[src/rtl/pwb_pkg.sv]
package pwb_pkg;

  typedef struct packed {
    logic loadPage;
    logic latchReq;
    logic latchRsp;
    logic rspFromLocal;
  } pwbStrobes_t;

  typedef enum logic [1:0] {
    ST_IDLE = 2'd0,
    ST_BUSY = 2'd1,
    ST_RESP = 2'd2
  } pwbState_t;

endpackage

[src/rtl/pwb_datapath.sv]
module pwb_datapath
  import pwb_pkg::*;
#(
  parameter int DEV_W       = 5,
  parameter int PAGE_W      = 7,
  parameter int WORD_W      = 9,
  parameter int INT_DATA_W  = 16,
  parameter int HOST_DATA_W = 32,
  localparam int WIN_ADDR_W = WORD_W + 3,
  localparam int INT_ADDR_W = PAGE_W + WORD_W,
  localparam int PAGE_REG_W = DEV_W + PAGE_W
) (
  input  logic                   clk,
  input  logic                   rstN,
  input  pwbStrobes_t            strobes,
  input  logic                   hostReqWrite,
  input  logic [WIN_ADDR_W-1:0]  hostReqAddr,
  input  logic [HOST_DATA_W-1:0] hostReqWdata,
  input  logic [INT_DATA_W-1:0]  intRdata,
  output logic                   isWindow,
  output logic                   reqIsWrite,
  output logic [INT_ADDR_W-1:0]  intAddr,
  output logic [DEV_W-1:0]       intDevSel,
  output logic [INT_DATA_W-1:0]  intWdata,
  output logic [HOST_DATA_W-1:0] hostRspData
);

  localparam logic [WIN_ADDR_W-1:0] PAGE_OFFSET = WIN_ADDR_W'(1) << (WIN_ADDR_W - 1);

  logic [PAGE_REG_W-1:0]  pageReg;
  logic [WORD_W-1:0]      wordQ;
  logic                   writeQ;
  logic [INT_DATA_W-1:0]  wdataQ;
  logic [HOST_DATA_W-1:0] rspQ;
  logic                   isPageReg;
  logic [HOST_DATA_W-1:0] localRd;
  logic                   unusedHostBits;

  // decode of the window offset
  assign isWindow  = ~hostReqAddr[WIN_ADDR_W-1];
  assign isPageReg = (hostReqAddr == PAGE_OFFSET);
  assign localRd   = isPageReg ? HOST_DATA_W'(pageReg) : '0;

  assign unusedHostBits = ^hostReqWdata[HOST_DATA_W-1:INT_DATA_W];

  always_ff @(posedge clk or negedge rstN) begin
    if (!rstN) begin
      pageReg <= '0;
      wordQ   <= '0;
      writeQ  <= 1'b0;
      wdataQ  <= '0;
      rspQ    <= '0;
    end else begin
      if (strobes.loadPage && isPageReg) begin
        pageReg <= hostReqWdata[PAGE_REG_W-1:0];
      end
      if (strobes.latchReq) begin
        wordQ  <= hostReqAddr[WORD_W+1:2];
        writeQ <= hostReqWrite;
        wdataQ <= hostReqWdata[INT_DATA_W-1:0];
      end
      if (strobes.latchRsp) begin
        rspQ <= strobes.rspFromLocal ? localRd : HOST_DATA_W'(intRdata);
      end
    end
  end

  // address composition: page field on top, word offset below
  assign intAddr     = {pageReg[PAGE_W-1:0], wordQ};
  assign intDevSel   = pageReg[PAGE_REG_W-1:PAGE_W];
  assign intWdata    = wdataQ;
  assign reqIsWrite  = writeQ;
  assign hostRspData = rspQ;

endmodule

[src/rtl/pwb_control.sv]
module pwb_control
  import pwb_pkg::*;
(
  input  logic        clk,
  input  logic        rstN,
  input  logic        hostReqValid,
  input  logic        hostReqWrite,
  input  logic        isWindow,
  input  logic        reqIsWrite,
  input  logic        intAck,
  output pwbStrobes_t strobes,
  output logic        hostReqReady,
  output logic        intReqValid,
  output logic        hostRspValid
);

  pwbState_t state;
  pwbState_t stateNext;
  logic      accept;

  assign accept = hostReqValid && (state == ST_IDLE);

  always_comb begin
    stateNext = state;
    strobes   = '0;
    unique case (state)
      ST_IDLE: begin
        if (accept) begin
          if (isWindow) begin
            strobes.latchReq = 1'b1;
            stateNext        = ST_BUSY;
          end else if (hostReqWrite) begin
            strobes.loadPage = 1'b1;
          end else begin
            strobes.latchRsp     = 1'b1;
            strobes.rspFromLocal = 1'b1;
            stateNext            = ST_RESP;
          end
        end
      end
      ST_BUSY: begin
        if (intAck) begin
          if (reqIsWrite) begin
            stateNext = ST_IDLE;
          end else begin
            strobes.latchRsp = 1'b1;
            stateNext        = ST_RESP;
          end
        end
      end
      ST_RESP: stateNext = ST_IDLE;
      default: stateNext = ST_IDLE;
    endcase
  end

  always_ff @(posedge clk or negedge rstN) begin
    if (!rstN) state <= ST_IDLE;
    else       state <= stateNext;
  end

  assign hostReqReady = (state == ST_IDLE);
  assign intReqValid  = (state == ST_BUSY);
  assign hostRspValid = (state == ST_RESP);

endmodule

[src/rtl/paged_window_bridge.sv]
module paged_window_bridge
  import pwb_pkg::*;
#(
  parameter int DEV_W       = 5,
  parameter int PAGE_W      = 7,
  parameter int WORD_W      = 9,
  parameter int INT_DATA_W  = 16,
  parameter int HOST_DATA_W = 32,
  localparam int WIN_ADDR_W = WORD_W + 3,
  localparam int INT_ADDR_W = PAGE_W + WORD_W
) (
  input  logic                   clk,
  input  logic                   rstN,
  input  logic                   hostReqValid,
  output logic                   hostReqReady,
  input  logic                   hostReqWrite,
  input  logic [WIN_ADDR_W-1:0]  hostReqAddr,
  input  logic [HOST_DATA_W-1:0] hostReqWdata,
  output logic                   hostRspValid,
  output logic [HOST_DATA_W-1:0] hostRspData,
  output logic                   intReqValid,
  output logic                   intWrite,
  output logic [INT_ADDR_W-1:0]  intAddr,
  output logic [DEV_W-1:0]       intDevSel,
  output logic [INT_DATA_W-1:0]  intWdata,
  input  logic                   intAck,
  input  logic [INT_DATA_W-1:0]  intRdata
);

  pwbStrobes_t strobes;
  logic        isWindow;
  logic        reqIsWrite;

  pwb_control u_control (
    .clk          (clk),
    .rstN         (rstN),
    .hostReqValid (hostReqValid),
    .hostReqWrite (hostReqWrite),
    .isWindow     (isWindow),
    .reqIsWrite   (reqIsWrite),
    .intAck       (intAck),
    .strobes      (strobes),
    .hostReqReady (hostReqReady),
    .intReqValid  (intReqValid),
    .hostRspValid (hostRspValid)
  );

  pwb_datapath #(
    .DEV_W       (DEV_W),
    .PAGE_W      (PAGE_W),
    .WORD_W      (WORD_W),
    .INT_DATA_W  (INT_DATA_W),
    .HOST_DATA_W (HOST_DATA_W)
  ) u_datapath (
    .clk          (clk),
    .rstN         (rstN),
    .strobes      (strobes),
    .hostReqWrite (hostReqWrite),
    .hostReqAddr  (hostReqAddr),
    .hostReqWdata (hostReqWdata),
    .intRdata     (intRdata),
    .isWindow     (isWindow),
    .reqIsWrite   (reqIsWrite),
    .intAddr      (intAddr),
    .intDevSel    (intDevSel),
    .intWdata     (intWdata),
    .hostRspData  (hostRspData)
  );

  assign intWrite = reqIsWrite;

endmodule

[config.mk]
export PLATFORM = sky130hd
export DESIGN_NAME = paged_window_bridge
export DESIGN_NICKNAME = d
export VERILOG_FILES = /design/src/rtl/pwb_pkg.sv /design/src/rtl/pwb_datapath.sv /design/src/rtl/pwb_control.sv /design/src/rtl/paged_window_bridge.sv
export SDC_FILE = /design/constraint.sdc
export NUM_CORES = 1
export LEC_CHECK = 0
export ABC_AREA = 1
export BUFFER_PORTS_ARGS = -buffer_cell sky130_fd_sc_hd__buf_4
export CORE_MARGIN = 2
export CORE_UTILIZATION = 41
export DETAILED_ROUTE_END_ITERATION = 6
export PLACE_DENSITY_LB_ADDON = 0.25
export SYNTH_ARGS = -nofsm -noshare
export SYNTH_HDL_FRONTEND = slang
export SYNTH_HIERARCHICAL = 1
export SYNTH_SLANG_ARGS = --single-unit
[constraint.sdc]
create_clock -name clk -period 2 [get_ports clk]
set_clock_uncertainty 0.05 [all_clocks]
set_input_delay 0.2 -clock clk [delete_from_list [all_inputs] [get_ports clk]]
set_output_delay 0.2 -clock clk [all_outputs]
set_load 0.02 [all_outputs]
[Word level (Yosys, flattened, before mapping)]
Index checks and enable logic that the tools add are counted.
Storage, ports and cells
  flip-flop bits (word level): 72
  input port bits: 65
  logic and storage cells: 35
  output and inout bits: 73
Cells by class
  reduce and logical (&&, ||, !) cells: 4
  multiplexer cells: 19
  eq/ne operators: 6
Operator list (number)
  $mux 32: 1
  $mux 2: 8
  $eq 12x12->1 const B: 1
  $mux 12: 1
  $mux 1: 6
  $mux 4: 1
  $ne 2x1->1 const B: 2
  $pmux 2 s2: 1
  $ne 3x3->1 const B: 1
  $reduce_and 3->1: 1
  $eq 2x1->1 const B: 1
  $eq 2x2->1 const B: 1
  $logic_and 1x1->1: 2
  $logic_not 2->1: 1
  $pmux 1 s2: 1

[Logic depth before layout (Yosys ltp)]
  word-level depth: 5
  depth in mapped cells: 9
  mapped depth without buffers: 8

[Hierarchy]
The synthesis kept the hierarchy.
By module, submodules not included
  pwb_datapath: cells an instance 240, sequential area each 1351.3 um^2, area an instance 2576.2 um^2, times used 1
  pwb_control: cells an instance 24, sequential area each 50.0 um^2, area an instance 151.4 um^2, times used 1

[Least setup slack after synthesis]
No wires, ideal clock.
  path kind: reg2reg
  start point: register u_control.state[1]
  end point: register u_datapath.rspQ[2] (netlist: u_datapath/hostRspData[2])
  data arrival time: 1.459 ns
  clock period less this slack: 1.631 ns
  slack: 0.369 ns
  stages on the path, launching flop included: 7
  buffers on the path: 1
  data required time: 1.828 ns
  setup time: 0.122 ns
  cell sequence: dfrtp_1 nor2_2 nand3_2 nand2_1 clkbuf_1 o21ai_0 o21bai_4
RTL lines
  from (decl): RTL line pwb_control.sv:17  | pwbState_t state;
  from (signal assigned): RTL line pwb_control.sv:58  | else state <= stateNext;
  to (signal assigned): RTL line pwb_datapath.sv:63  | rspQ <= strobes.rspFromLocal ? localRd : HOST_DATA_W'(intRdata);
  to (decl): RTL line pwb_datapath.sv:34  | logic [HOST_DATA_W-1:0] rspQ;

==> flow_summary.yaml <==
critical_path:
  path_max_fanout: 32
  critPathKind: "reg2reg"
  critPathLaunchType: "flip-flop"
  timing.critical_path.slowest_stage_cell: "dfrtp_1"
  critPathRequiredTime_ns: 2.12
  critPathTopFamily: "flip-flops"
  r2r-start: "u_control/state[1]"
  worst-r2r-setup-slack_ns: 0.37
  timing.rr.end: "u_datapath/hostRspData[6]"
  critPathMaxStageDelay_ns: 0.44
  endpoint_kind: "flip-flop"
  worstPathArrival_ns: 1.76
  reg2regPathDepth: 6
  path_cells: "nor2_2 > nand3_2 > nand2_1 > buf_4 > o21ai_0 > o21bai_4"
  cp_num_buf_inv: 1
die:
  ios: 138
  dieArea_um2: 7320
  die_x_um: 85.6
  die_h_um: 85.6
  core_um2: 6390
  rows: 29
  start_util: 0.427
final_layout:
  nets: 432
  area_delta_synth_final_pct: 32.8
  final_util: 0.567
  final_area_um2: 3620
  diodes: 0
  layout-drive-gt1-share: 0.437
grt:
  overflow: 0
  first_global_vias: 2097
  grt_util_all_layers: 0.166
  antenna_found_initial: 0
  grt_pass1_wl_mm: 9.74
  grt_max_degree: 57
sta:
  rsz0062_at_grt: "no"
  setup_slack_ns: 0.365
  fmax_ghz: 0.612
  drv_slew: 0
  report.final.setup_viol: 0
  fin_crit_sh: 0.817
  finalHoldViolations: 0
  layout_min_cycle_time_ns: 1.63
  tns_ns: 0
  slew_headroom: 0.521
  worst_slew_pin_slew_ns: 0.718
clock_network:
  numCtsBuffers: 5
  clk_path_buf_depth: 2
  clkSlewWorstSetupHoldPaths_ns: 0.09
  cts_max_level: 2
  cts_root_buffer: "clkbuf_8"
  post_cts_buffers: 0
  cts_resized: 0
  cts_tree: "yes"
  cts_num_sinks: 56
  clk_latency_ns: 0.30
detailed_routing:
  num_vias: 2049
  routed_wl_mm: 5.81
  vias_per_cell: 4.63
  drtPass1Iterations: 4
  initialDrtViolationCount: 62
  ant_nets: 0
  drc: 0
  wl_per_cell_um: 13.1
power:
  power_density_nw_per_um2: 1090
  p_leak_uw: 0.00181
  ir_drop_uv: 557
  power_uw: 3940
outcome:
  outcome: "finished clean"
synth:
  synth_cell_types: 21
  netlist.area_leader.share: 0.514
  yosys-top-cells-area: "dfrtp_1 (51%), mux2_2 (9.5%), o21bai_4 (6.9%)"
  synth-seq-cells: 56
  avgSynthCellArea_um2: 10.3
  yosys.area.top_type: "dfrtp_1"
  synthCells: 264
  ys_seq_area_frac: 0.514
  netlist_area_um2: 2730
  yosys_warnings: 6
placement:
  portBuffers: 105
  pre_cts_slack_ns: 0.373
  placed_area_um2: 3510
  globalplace.congestion: 0.805
  hpwl_mm: 4.37
job:
  drv_cap: 0
min_path:
  min_to: "u_datapath/intWdata[13]"
  holdPathStages: 2
  hold_class: "in2reg"
  hold_path_startpoint: "hostReqWdata[13]"
[worst max-delay path by stage]
stage | startpoint | endpoint | slack, ns | cells past startpoint
2_1_floorplan | u_control/state[1] | u_datapath/hostRspData[2] | 0.37 | 6
6_report | u_control/state[1] | u_datapath/hostRspData[6] | 0.37 | 6
3_5_place_dp | u_control/state[1] | u_datapath/hostRspData[6] | 0.37 | 7
4_1_cts | u_control/state[1] | u_datapath/hostRspData[6] | 0.33 | 7
3_3_place_gp | u_control/state[1] | u_datapath/hostRspData[9] | 0.38 | 7
5_1_grt | u_control/state[1] | u_datapath/hostRspData[9] | 0.17 | 7
[logic make-up after synthesis]
kind of cell           Yosys count  share of synthesized area
AO/OA/AOI/OAI                   32                      0.111
buffers and inverters           56                      0.111
flip-flops                      56                      0.514
multiplexers                    23                     0.0950
other                            1                    0.00137
AND/OR/NAND/NOR                 96                      0.168
[registers in the layout, indices dropped and copies added, names as in the netlist]
register and cells:
u_datapath/reqIsWrite 1, u_datapath/hostRspData 16, u_control/state 2, u_datapath/pageReg 12, u_datapath/intWdata 16, u_datapath/wordQ 9
[placed cells by master (no fill, tap or decap), drive strengths merged, types with 5 or more instances in the layout]
| master | n |
|---|---|
| mux2 | 23 |
| buf | 109 |
| o21ai | 17 |
| conb | 16 |
| inv | 27 |
| clkbuf | 5 |
| nand3 | 19 |
| o21bai | 12 |
| dfrtp | 56 |
| nand2 | 49 |
| nor2 | 16 |
| nand4 | 12 |
[per-layer routing]
layer | routed length, µm | track usage
met5 | 0 | 0
met4 | 103 | 0.0606
met3 | 475 | 0.0577
met2 | 2720 | 0.262
met1 | 2520 | 0.213
[cell type report]
cell class | count | area, µm²
clock buffer | 5 | 68.8
clock inverter | 1 | 30.0
fill | 606 | 2760
inverter | 27 | 101
multi-input combinational | 167 | 1080
sequential | 56 | 1400
tap | 77 | 96.3
timing repair buffer | 110 | 841
[Yosys cell counts]
cell type,count
conb_1,1
nor2_4,3
clkbuf_1,2
buf_2,7
dfrtp_1,56
buf_6,2
nand4_1,12
mux2_2,23
inv_1,26
nor2_1,10
nor2_2,3
nand3_2,2
a21oi_1,3
inv_2,1
buf_4,18
o21bai_4,10
o21bai_1,2
nand3_1,17
nand2_2,2
o21ai_0,17
nand2_1,47
[repair_timing]
item	4_1_cts	5_1_grt
hold buffers	1	0
endpoints found under the setup margin	0	0
hold endpoints to repair	56	0
[through the flow]
stage | cells | hold WS [ns]
after floorplan | 279 | -0.146
after global placement | 436 | 0.253
after detailed placement | 436 | 0.255
after CTS | 443 | 0.0644
after global routing | 443 | 0.0643
final | 443 | 0.0803
[where the power goes]
group          switching, µW  internal (µW)  leakage, µW
Sequential               166           1440     0.000695
Clock                    334            360    0.0000501
Combinational            812            824      0.00106
Total                   1310           2620      0.00181
Note: power is estimated with default switching activity, not from simulation.
